===== config.mk =====
export PLATFORM = sky130hd
export DESIGN_NAME = modal_timer
export DESIGN_NICKNAME = d
export VERILOG_FILES = /design/src/rtl/modal_timer_pkg.sv /design/src/rtl/tmr_sync.sv /design/src/rtl/tmr_prescaler.sv /design/src/rtl/tmr_core.sv /design/src/rtl/modal_timer.sv
export SDC_FILE = /design/constraint.sdc
export NUM_CORES = 1
export LEC_CHECK = 0
export ABC_AREA = 1
export ABC_CLOCK_PERIOD_IN_PS = 2300
export BUFFER_PORTS_ARGS = -buffer_cell sky130_fd_sc_hd__buf_2
export CAP_MARGIN = 20
export CORE_ASPECT_RATIO = 0.9
export CORE_MARGIN = 2
export CORE_UTILIZATION = 54
export DETAILED_ROUTE_END_ITERATION = 10
export PLACE_DENSITY_LB_ADDON = 0.05
export SLEW_MARGIN = 20
export SYNTH_ARGS = -nofsm -noshare
export SYNTH_HDL_FRONTEND = slang
export SYNTH_SLANG_ARGS = --single-unit

===== constraint.sdc =====
create_clock -name clk -period 2.3 [get_ports clk]
set_input_delay 0.23 -clock clk [delete_from_list [all_inputs] [get_ports clk]]
set_output_delay 0.23 -clock clk [all_outputs]
set_load 0.005 [all_outputs]

===== src/rtl/modal_timer_pkg.sv =====
package modal_timer_pkg;

   typedef enum logic [1:0] {
      MODE_TIMER   = 2'd0,
      MODE_PWM     = 2'd1,
      MODE_CAPTURE = 2'd2,
      MODE_COUNT   = 2'd3
   } tmode_e;

   // control word, LSB first: mode[1:0], single[2], gate_en[3], out_en[4], rise_ie[5], fall_ie[6]
   typedef struct packed {
      logic   fall_ie;
      logic   rise_ie;
      logic   out_en;
      logic   gate_en;
      logic   single;
      tmode_e mode;
   } tctrl_t;

   localparam int CTRL_W = $bits(tctrl_t);

   localparam int A_CTRL = 0;
   localparam int A_PSC  = 1;
   localparam int A_RISE = 2;
   localparam int A_FALL = 3;
   localparam int A_RUN  = 4;

endpackage


===== src/rtl/tmr_sync.sv =====
module tmr_sync #(
   parameter int W      = 2,
   parameter int STAGES = 2
)(
   input  logic         clk,
   input  logic         rst_n,
   input  logic [W-1:0] din,
   output logic [W-1:0] dout
);

   generate
      if (STAGES == 1) begin : g_single
         logic [W-1:0] stage_q;
         always_ff @(posedge clk or negedge rst_n) begin
            if (!rst_n) stage_q <= '0;
            else        stage_q <= din;
         end
         assign dout = stage_q;
      end else begin : g_chain
         logic [STAGES-1:0][W-1:0] stage_q;
         always_ff @(posedge clk or negedge rst_n) begin
            if (!rst_n) stage_q <= '0;
            else        stage_q <= {stage_q[STAGES-2:0], din};
         end
         assign dout = stage_q[STAGES-1];
      end
   endgenerate

endmodule


===== src/rtl/tmr_prescaler.sv =====
module tmr_prescaler #(
   parameter int PSC_W = 4
)(
   input  logic             clk,
   input  logic             rst_n,
   input  logic             clear,
   input  logic             enable,
   input  logic [PSC_W-1:0] exp_sel,
   output logic             tick
);

   localparam int DIV_W = (1 << PSC_W) - 1;

   logic [DIV_W-1:0] phase_q;
   logic [DIV_W-1:0] mask;

   // low exp_sel bits set: tick whenever those bits of the phase are all ones
   assign mask = ~({DIV_W{1'b1}} << exp_sel);
   assign tick = enable && ((phase_q & mask) == mask);

   always_ff @(posedge clk or negedge rst_n) begin
      if (!rst_n)      phase_q <= '0;
      else if (clear)  phase_q <= '0;
      else if (enable) phase_q <= phase_q + DIV_W'(1);
   end

endmodule


===== src/rtl/tmr_core.sv =====
module tmr_core
   import modal_timer_pkg::*;
#(
   parameter int CNT_W = 16
)(
   input  logic             clk,
   input  logic             rst_n,
   input  tmode_e           mode,
   input  logic             single,
   input  logic             gate_en,
   input  logic             rise_ie,
   input  logic             fall_ie,
   input  logic             start_req,
   input  logic             stop_req,
   input  logic             tick,
   input  logic             gate_lvl,
   input  logic             gate_re,
   input  logic             cap_re,
   input  logic             cap_fe,
   input  logic             rise_wr,
   input  logic             fall_wr,
   input  logic [CNT_W-1:0] wr_val,
   output logic             run_q,
   output logic [CNT_W-1:0] cnt_q,
   output logic [CNT_W-1:0] rise_q,
   output logic [CNT_W-1:0] fall_q,
   output logic             pwm_q,
   output logic             irq_rise,
   output logic             irq_fall
);

   logic             is_cap, is_cnt, frozen, step;
   logic             rise_hit, fall_hit, cap_r, cap_f;
   logic [CNT_W-1:0] cnt_inc;

   assign is_cap  = (mode == MODE_CAPTURE);
   assign is_cnt  = (mode == MODE_COUNT);
   assign frozen  = gate_en && gate_lvl && !is_cnt;
   assign step    = run_q && (is_cnt ? gate_re : (tick && !frozen));
   assign cnt_inc = cnt_q + CNT_W'(1);

   // compare matches look at the value the counter is about to take
   assign rise_hit = step && !is_cap && (cnt_inc == rise_q);
   assign fall_hit = step && !is_cap && (cnt_inc == fall_q);
   assign cap_r    = run_q && is_cap && cap_re;
   assign cap_f    = run_q && is_cap && cap_fe;

   always_ff @(posedge clk or negedge rst_n) begin
      if (!rst_n) begin
         run_q <= 1'b0;
         cnt_q <= '0;
         pwm_q <= 1'b0;
      end else if (start_req) begin
         run_q <= 1'b1;
         cnt_q <= '0;
         pwm_q <= 1'b0;
      end else begin
         if (stop_req) run_q <= 1'b0;
         if (fall_hit) begin
            if (single) begin
               cnt_q <= fall_q;
               run_q <= 1'b0;
            end else begin
               cnt_q <= '0;
            end
         end else if (step) begin
            cnt_q <= cnt_inc;
         end
         if (mode == MODE_PWM) begin
            if (fall_hit)      pwm_q <= 1'b0;
            else if (rise_hit) pwm_q <= 1'b1;
         end else begin
            pwm_q <= 1'b0;
         end
      end
   end

   always_ff @(posedge clk or negedge rst_n) begin
      if (!rst_n) begin
         rise_q <= '0;
         fall_q <= '0;
      end else begin
         if (rise_wr)    rise_q <= wr_val;
         else if (cap_r) rise_q <= cnt_q;
         if (fall_wr)    fall_q <= wr_val;
         else if (cap_f) fall_q <= cnt_q;
      end
   end

   always_ff @(posedge clk or negedge rst_n) begin
      if (!rst_n) begin
         irq_rise <= 1'b0;
         irq_fall <= 1'b0;
      end else begin
         irq_rise <= rise_ie && (rise_hit || cap_r);
         irq_fall <= fall_ie && (fall_hit || cap_f);
      end
   end

endmodule


===== src/rtl/modal_timer.sv =====
module modal_timer
   import modal_timer_pkg::*;
#(
   parameter int CNT_W       = 16,
   parameter int PSC_W       = 4,
   parameter int SYNC_STAGES = 2,
   parameter int ADDR_W      = 3
)(
   input  logic              clk,
   input  logic              rst_n,
   input  logic              wr_en,
   input  logic [ADDR_W-1:0] wr_addr,
   input  logic [CNT_W-1:0]  wr_data,
   input  logic              gate_in,
   input  logic              cap_in,
   output logic              pwm_out,
   output logic              pwm_oe,
   output logic              irq_rise,
   output logic              irq_fall,
   output logic [CNT_W-1:0]  count_o,
   output logic [CNT_W-1:0]  rise_o,
   output logic [CNT_W-1:0]  fall_o
);

   generate
      if (CNT_W < CTRL_W + 1) begin : g_bad_cnt
         $error("modal_timer: CNT_W too narrow for the control word");
      end
      if (PSC_W < 1 || PSC_W > 5) begin : g_bad_psc
         $error("modal_timer: PSC_W must lie in 1..5");
      end
      if (SYNC_STAGES < 1) begin : g_bad_sync
         $error("modal_timer: SYNC_STAGES must be at least 1");
      end
      if (ADDR_W < 3) begin : g_bad_addr
         $error("modal_timer: ADDR_W must be at least 3");
      end
   endgenerate

   tctrl_t           ctrl_q;
   logic [PSC_W-1:0] psc_q;
   logic             sel_ctrl, sel_psc, sel_rise, sel_fall, sel_run;
   logic             start_req, stop_req;
   logic             tick, run_s, pwm_s;
   logic [1:0]       pin_lvl, pin_prev;
   logic             gate_lvl, gate_re, cap_re, cap_fe;
   logic [CNT_W-1:0] cnt_s, rise_s, fall_s;

   assign sel_ctrl  = wr_en && (wr_addr == ADDR_W'(A_CTRL));
   assign sel_psc   = wr_en && (wr_addr == ADDR_W'(A_PSC));
   assign sel_rise  = wr_en && (wr_addr == ADDR_W'(A_RISE));
   assign sel_fall  = wr_en && (wr_addr == ADDR_W'(A_FALL));
   assign sel_run   = wr_en && (wr_addr == ADDR_W'(A_RUN));
   assign start_req = sel_run && wr_data[0];
   assign stop_req  = sel_run && !wr_data[0];

   always_ff @(posedge clk or negedge rst_n) begin
      if (!rst_n) begin
         ctrl_q <= '0;
         psc_q  <= '0;
      end else begin
         if (sel_ctrl) ctrl_q <= tctrl_t'(wr_data[CTRL_W-1:0]);
         if (sel_psc)  psc_q  <= wr_data[PSC_W-1:0];
      end
   end

   // bit 0: clock/gate pin, bit 1: capture pin
   tmr_sync #(.W(2), .STAGES(SYNC_STAGES)) u_sync (
      .clk   (clk),
      .rst_n (rst_n),
      .din   ({cap_in, gate_in}),
      .dout  (pin_lvl)
   );

   always_ff @(posedge clk or negedge rst_n) begin
      if (!rst_n) pin_prev <= '0;
      else        pin_prev <= pin_lvl;
   end

   assign gate_lvl = pin_lvl[0];
   assign gate_re  = pin_lvl[0] && !pin_prev[0];
   assign cap_re   = pin_lvl[1] && !pin_prev[1];
   assign cap_fe   = !pin_lvl[1] && pin_prev[1];

   tmr_prescaler #(.PSC_W(PSC_W)) u_psc (
      .clk     (clk),
      .rst_n   (rst_n),
      .clear   (start_req),
      .enable  (run_s),
      .exp_sel (psc_q),
      .tick    (tick)
   );

   tmr_core #(.CNT_W(CNT_W)) u_core (
      .clk       (clk),
      .rst_n     (rst_n),
      .mode      (ctrl_q.mode),
      .single    (ctrl_q.single),
      .gate_en   (ctrl_q.gate_en),
      .rise_ie   (ctrl_q.rise_ie),
      .fall_ie   (ctrl_q.fall_ie),
      .start_req (start_req),
      .stop_req  (stop_req),
      .tick      (tick),
      .gate_lvl  (gate_lvl),
      .gate_re   (gate_re),
      .cap_re    (cap_re),
      .cap_fe    (cap_fe),
      .rise_wr   (sel_rise),
      .fall_wr   (sel_fall),
      .wr_val    (wr_data),
      .run_q     (run_s),
      .cnt_q     (cnt_s),
      .rise_q    (rise_s),
      .fall_q    (fall_s),
      .pwm_q     (pwm_s),
      .irq_rise  (irq_rise),
      .irq_fall  (irq_fall)
   );

   assign pwm_oe  = ctrl_q.out_en;
   assign pwm_out = pwm_s && ctrl_q.out_en;
   assign count_o = cnt_s;
   assign rise_o  = rise_s;
   assign fall_o  = fall_s;

endmodule


==> results list <==
- Areal power density over the cells: about 750 mW/mm²
* Biggest area contributors in the synthesized netlist: dfrtp_1, nand2_1, nor2_1
* Number of DRC violations after detailed routing: 0
- Top_reg_cell synth: dfrtp_1
* Topmost layer with routed signal wires: met4
- Pin count of the biggest net entering global routing: 45
- Routed wl met2: approximately 7.7 mm
- Total wire length after detailed routing: about 16 mm
- The count of nets left with antenna violations once routing finished came out at 0.
* Reg-to-reg endpoint: u_core.cnt_q[1]
- After detailed routing, the average wire length per cell comes to roughly 17 µm.
- Dividing the final minimum period by the clock period gives 104.0%.
* Number of levels the H-tree was split into: 3
- Number of flip-flops and latches in the synthesized netlist: 84
* IR drop worst, VDD: 0.5533 mV
* Count of unique library cells instantiated by Yosys: 39
- Count of buffers inserted at the top-level ports: between 70 and 80
- Once routing completed, OpenROAD measured the worst setup slack at -90.96 ps.
- For this design the static power due to leakage is about 3.3 nW.
* Number of antenna violations at the first check in global routing: 0
- Required time reported for the critical path endpoint: approximately 2600 ps
- The congestion estimate from routability-driven global placement came to ~0.93.
* Worst Skew: around 13 ps
- Final Critical Period: about 2400 ps
- Clock-pin slew was measured on the worst setup and hold paths at approximately 90 ps.
* Hold path cells: 3
* # nets final: about 860
- Wire segments on met3 add up to ~1.2 mm in the final route.
- Depth of the worst register-to-register path: 13
- Count of final hold-check violations: 0
- Summed over all nets, the half-perimeter wirelength after detailed placement is roughly 11 mm.
- # setup viols final: 19
- Area of all placed cells without fillers: about 0.0063 mm²
* Via count: 5503
- The min-delay analysis places its worst path in the category in -> reg.
* Element type at the critical path end: flip-flop
- Clock Latency Late Sink: approximately 380 ps
- Total Routing Usage GR: a little under a third
- Slew at the pin closest to its max-slew limit: between 600 and 700 ps
* Number of primary I/O pins: 76
- 0 antenna diodes ended up in the layout.
* Status: finished, violations left
- Worst-case register-to-register setup slack: -90 ps
* Library cell with the largest summed area after synthesis: dfrtp_1
* Number of sinks handled by clock tree synthesis: between 80 and 90
* Critical path origin: u_core.cnt_q[0]
* Clock buffer depth: 2
- The first routing iteration left roughly 450 violations.
- Relative to the synthesized area, the layout overhead comes to 24.10%.
- Violations in the final reports: negative setup slack
- Arrival @ worst endpoint: ~2700 ps
- Post-synth ARST share: between 90% and 100%
* Wire length of the first global-routing pass: 25.25 mm
- The floorplan has 33 rows.
* Core Footprint: about 0.0091 mm²
- CTS root buf: clkbuf_8
* CTS tree: done
- Min Hold Slack: around 140 ps
- Die span in y: 95.90 µm
- Synthesis produced a netlist with a net count of roughly 740.
* Detailed-routing wirelength on met1: around 7 mm
- Floorplan die width: between 100 and 150 µm
- Launch point of the worst reg-to-reg path: u_core.cnt_q[0]
- Inserted Clock Buffers: 9
- Worst relative slew slack: about 55%
- Number of flops mapped to enable cells by yosys: 0
* Critical path startpoint category: flip-flop
- Endpoint of the worst setup timing path: u_core.cnt_q[1]
- The design draws around 4.7 mW.
- Share of cells above drive strength 1: about 22%
- The cell count after synthesis came out at 716.
* Max-Cap Viols: 0
- Initial Util: between 50% and 60%
- The worst setup path is of the reg -> reg kind.
- In this run the biggest area consumer among cell types represents about two fifths of the synthesized area.
* Yosys warns: 0
- Total gr overflow: 0
- The die covers 0.01018 mm².
- Along the worst path, the maximum fanout reaches 7.
- After detailed placement, the total cell area comes to roughly 0.0058 mm².
- Sequential fraction of the synthesis area: roughly two fifths
- Post-detailed-route via-to-cell ratio: about 5.7
- Synthesized area per cell: around 7 µm²
* Final Slew Violations: 0
* First-pass iteration count of the detailed router: 5
- Summing every instance area after synthesis gives between 0.005 and 0.006 mm².
- Vias in the first global route: between 5000 and 6000
- Peak Freq: 418.2 MHz
- Setup repair after global routing could not meet its margin everywhere.
state kept, by name, indices dropped and copies added (netlist names), 2 cells and up:
name	cells
u_sync.dout	2
u_core.cnt_q	16
u_core.rise_q	16
psc_q	4
u_core.fall_q	16
u_sync.g_chain.stage_q	2
u_psc.phase_q	15
pin_prev	2
ctrl_q	6
per-layer routing:
layer	GRT usage (%)	vias to the layer above
met4	11.40	0
li1	-	2576
met1	44.33	2663
met5	0	-
met3	4.672	28
met2	51.28	236
where the power goes:
part	internal, mW	total [mW]	switching, mW	leakage [nW]
logic	0.683	1.54	0.853	2.11
clock network	0.432	1.03	0.601	0.0974
registers	1.77	2.15	0.382	1.06
total	2.88	4.72	1.84	3.27
layout by cell type, fill, tap and decap left out, drive strengths merged:
cell type,Yosys,routed
a211oi,7,7
a21boi,2,2
a21oi,20,20
a31oi,10,10
buf,13,125
clkbuf,15,12
clkinv,0,3
dfrtp,84,84
dlygate4sd3,0,3
ha,2,2
inv,71,74
nand2,226,226
nand3,60,63
nand3b,5,5
nand4,25,25
nor2,99,99
nor3,6,6
nor3b,1,1
nor4,1,1
o211ai,4,4
o21a,1,1
o21ai,36,36
o21bai,3,3
o221a,1,1
o22ai,8,8
or2,1,1
xnor2,6,6
xnor3,1,1
xor2,8,8
area by class of cell:
type,count,area (µm²)
Tap cell,122,152.6
Clock inverter,6,45.04
Multi-Input combinational cell,536,2690
Timing Repair Buffer,130,893.4
Sequential cell,84,2103
Inverter,71,266.5
Clock buffer,10,137.6
Fill cell,804,2836
stage by stage:
step | instances | setup slack (ps) | util, % | setup TNS (ps)
4_1_cts | 945 | -3.966 | 65.78 | -3.966
3_5_place_dp | 926 | 33.67 | 63.44 | 0
5_1_grt | 959 | -221.4 | 68.92 | -3731
6_report | 959 | -90.96 | 68.92 | -1116
2_1_floorplan | 716 | 189.6 | - | 0
3_3_place_gp | 926 | 36.52 | 63.44 | 0
what timing repair did:
action,in CTS,in global routing
setup buffers,0,9
endpoints found under the hold margin,24,0
endpoints found under the setup margin,1,22
pin swaps,0,30
gates resized for setup,0,34
gates cloned,0,5
hold buffers,3,0
how the worst min path moves through the flow:
| stage | start | end |
|---|---|---|
| 6_report | wr_data[7] | u_core.fall_q[7] |
| 5_1_grt | wr_data[7] | u_core.fall_q[7] |
| 4_1_cts | wr_data[7] | u_core.fall_q[7] |
| 3_5_place_dp | rst_n | u_psc.phase_q[6] |
| 3_3_place_gp | rst_n | u_psc.phase_q[7] |
| 2_1_floorplan | rst_n | ctrl_q[0] |
cell families (layout without fill, tap and decap cells):
logic type | after synthesis | after routing | synth area share [%]
simple gates | 424 | 427 | 36.72
buf+inv | 99 | 217 | 7.802
compound gates | 92 | 92 | 10.64
flops | 84 | 84 | 41.48
xor+xnor | 15 | 15 | 2.864
fa+ha+maj | 2 | 2 | 0.4937
critical path, cell delays in order (launching register included):
cell and delay, ps:
dfrtp_1 420, ha_2 230, nand3_2 90, nor2_4 240, buf_4 160, nand2_1 80
xnor3_1 210, nor2_2 120, nand2_2 100, nor2_8 220, clkbuf_16 200, nand4_1 70
nand3_1 80, nand2_1 60
cell usage after synthesis, drive strengths merged (5+ instances only):
cell type / number
buf: 13
a31oi: 10
nand2: 226
inv: 71
nand3b: 5
xor2: 8
a211oi: 7
nand4: 25
a21oi: 20
dfrtp: 84
xnor2: 6
nor2: 99
o21ai: 36
o22ai: 8
nor3: 6
nand3: 60
clkbuf: 15
Note: power is estimated with default switching activity, not from simulation.
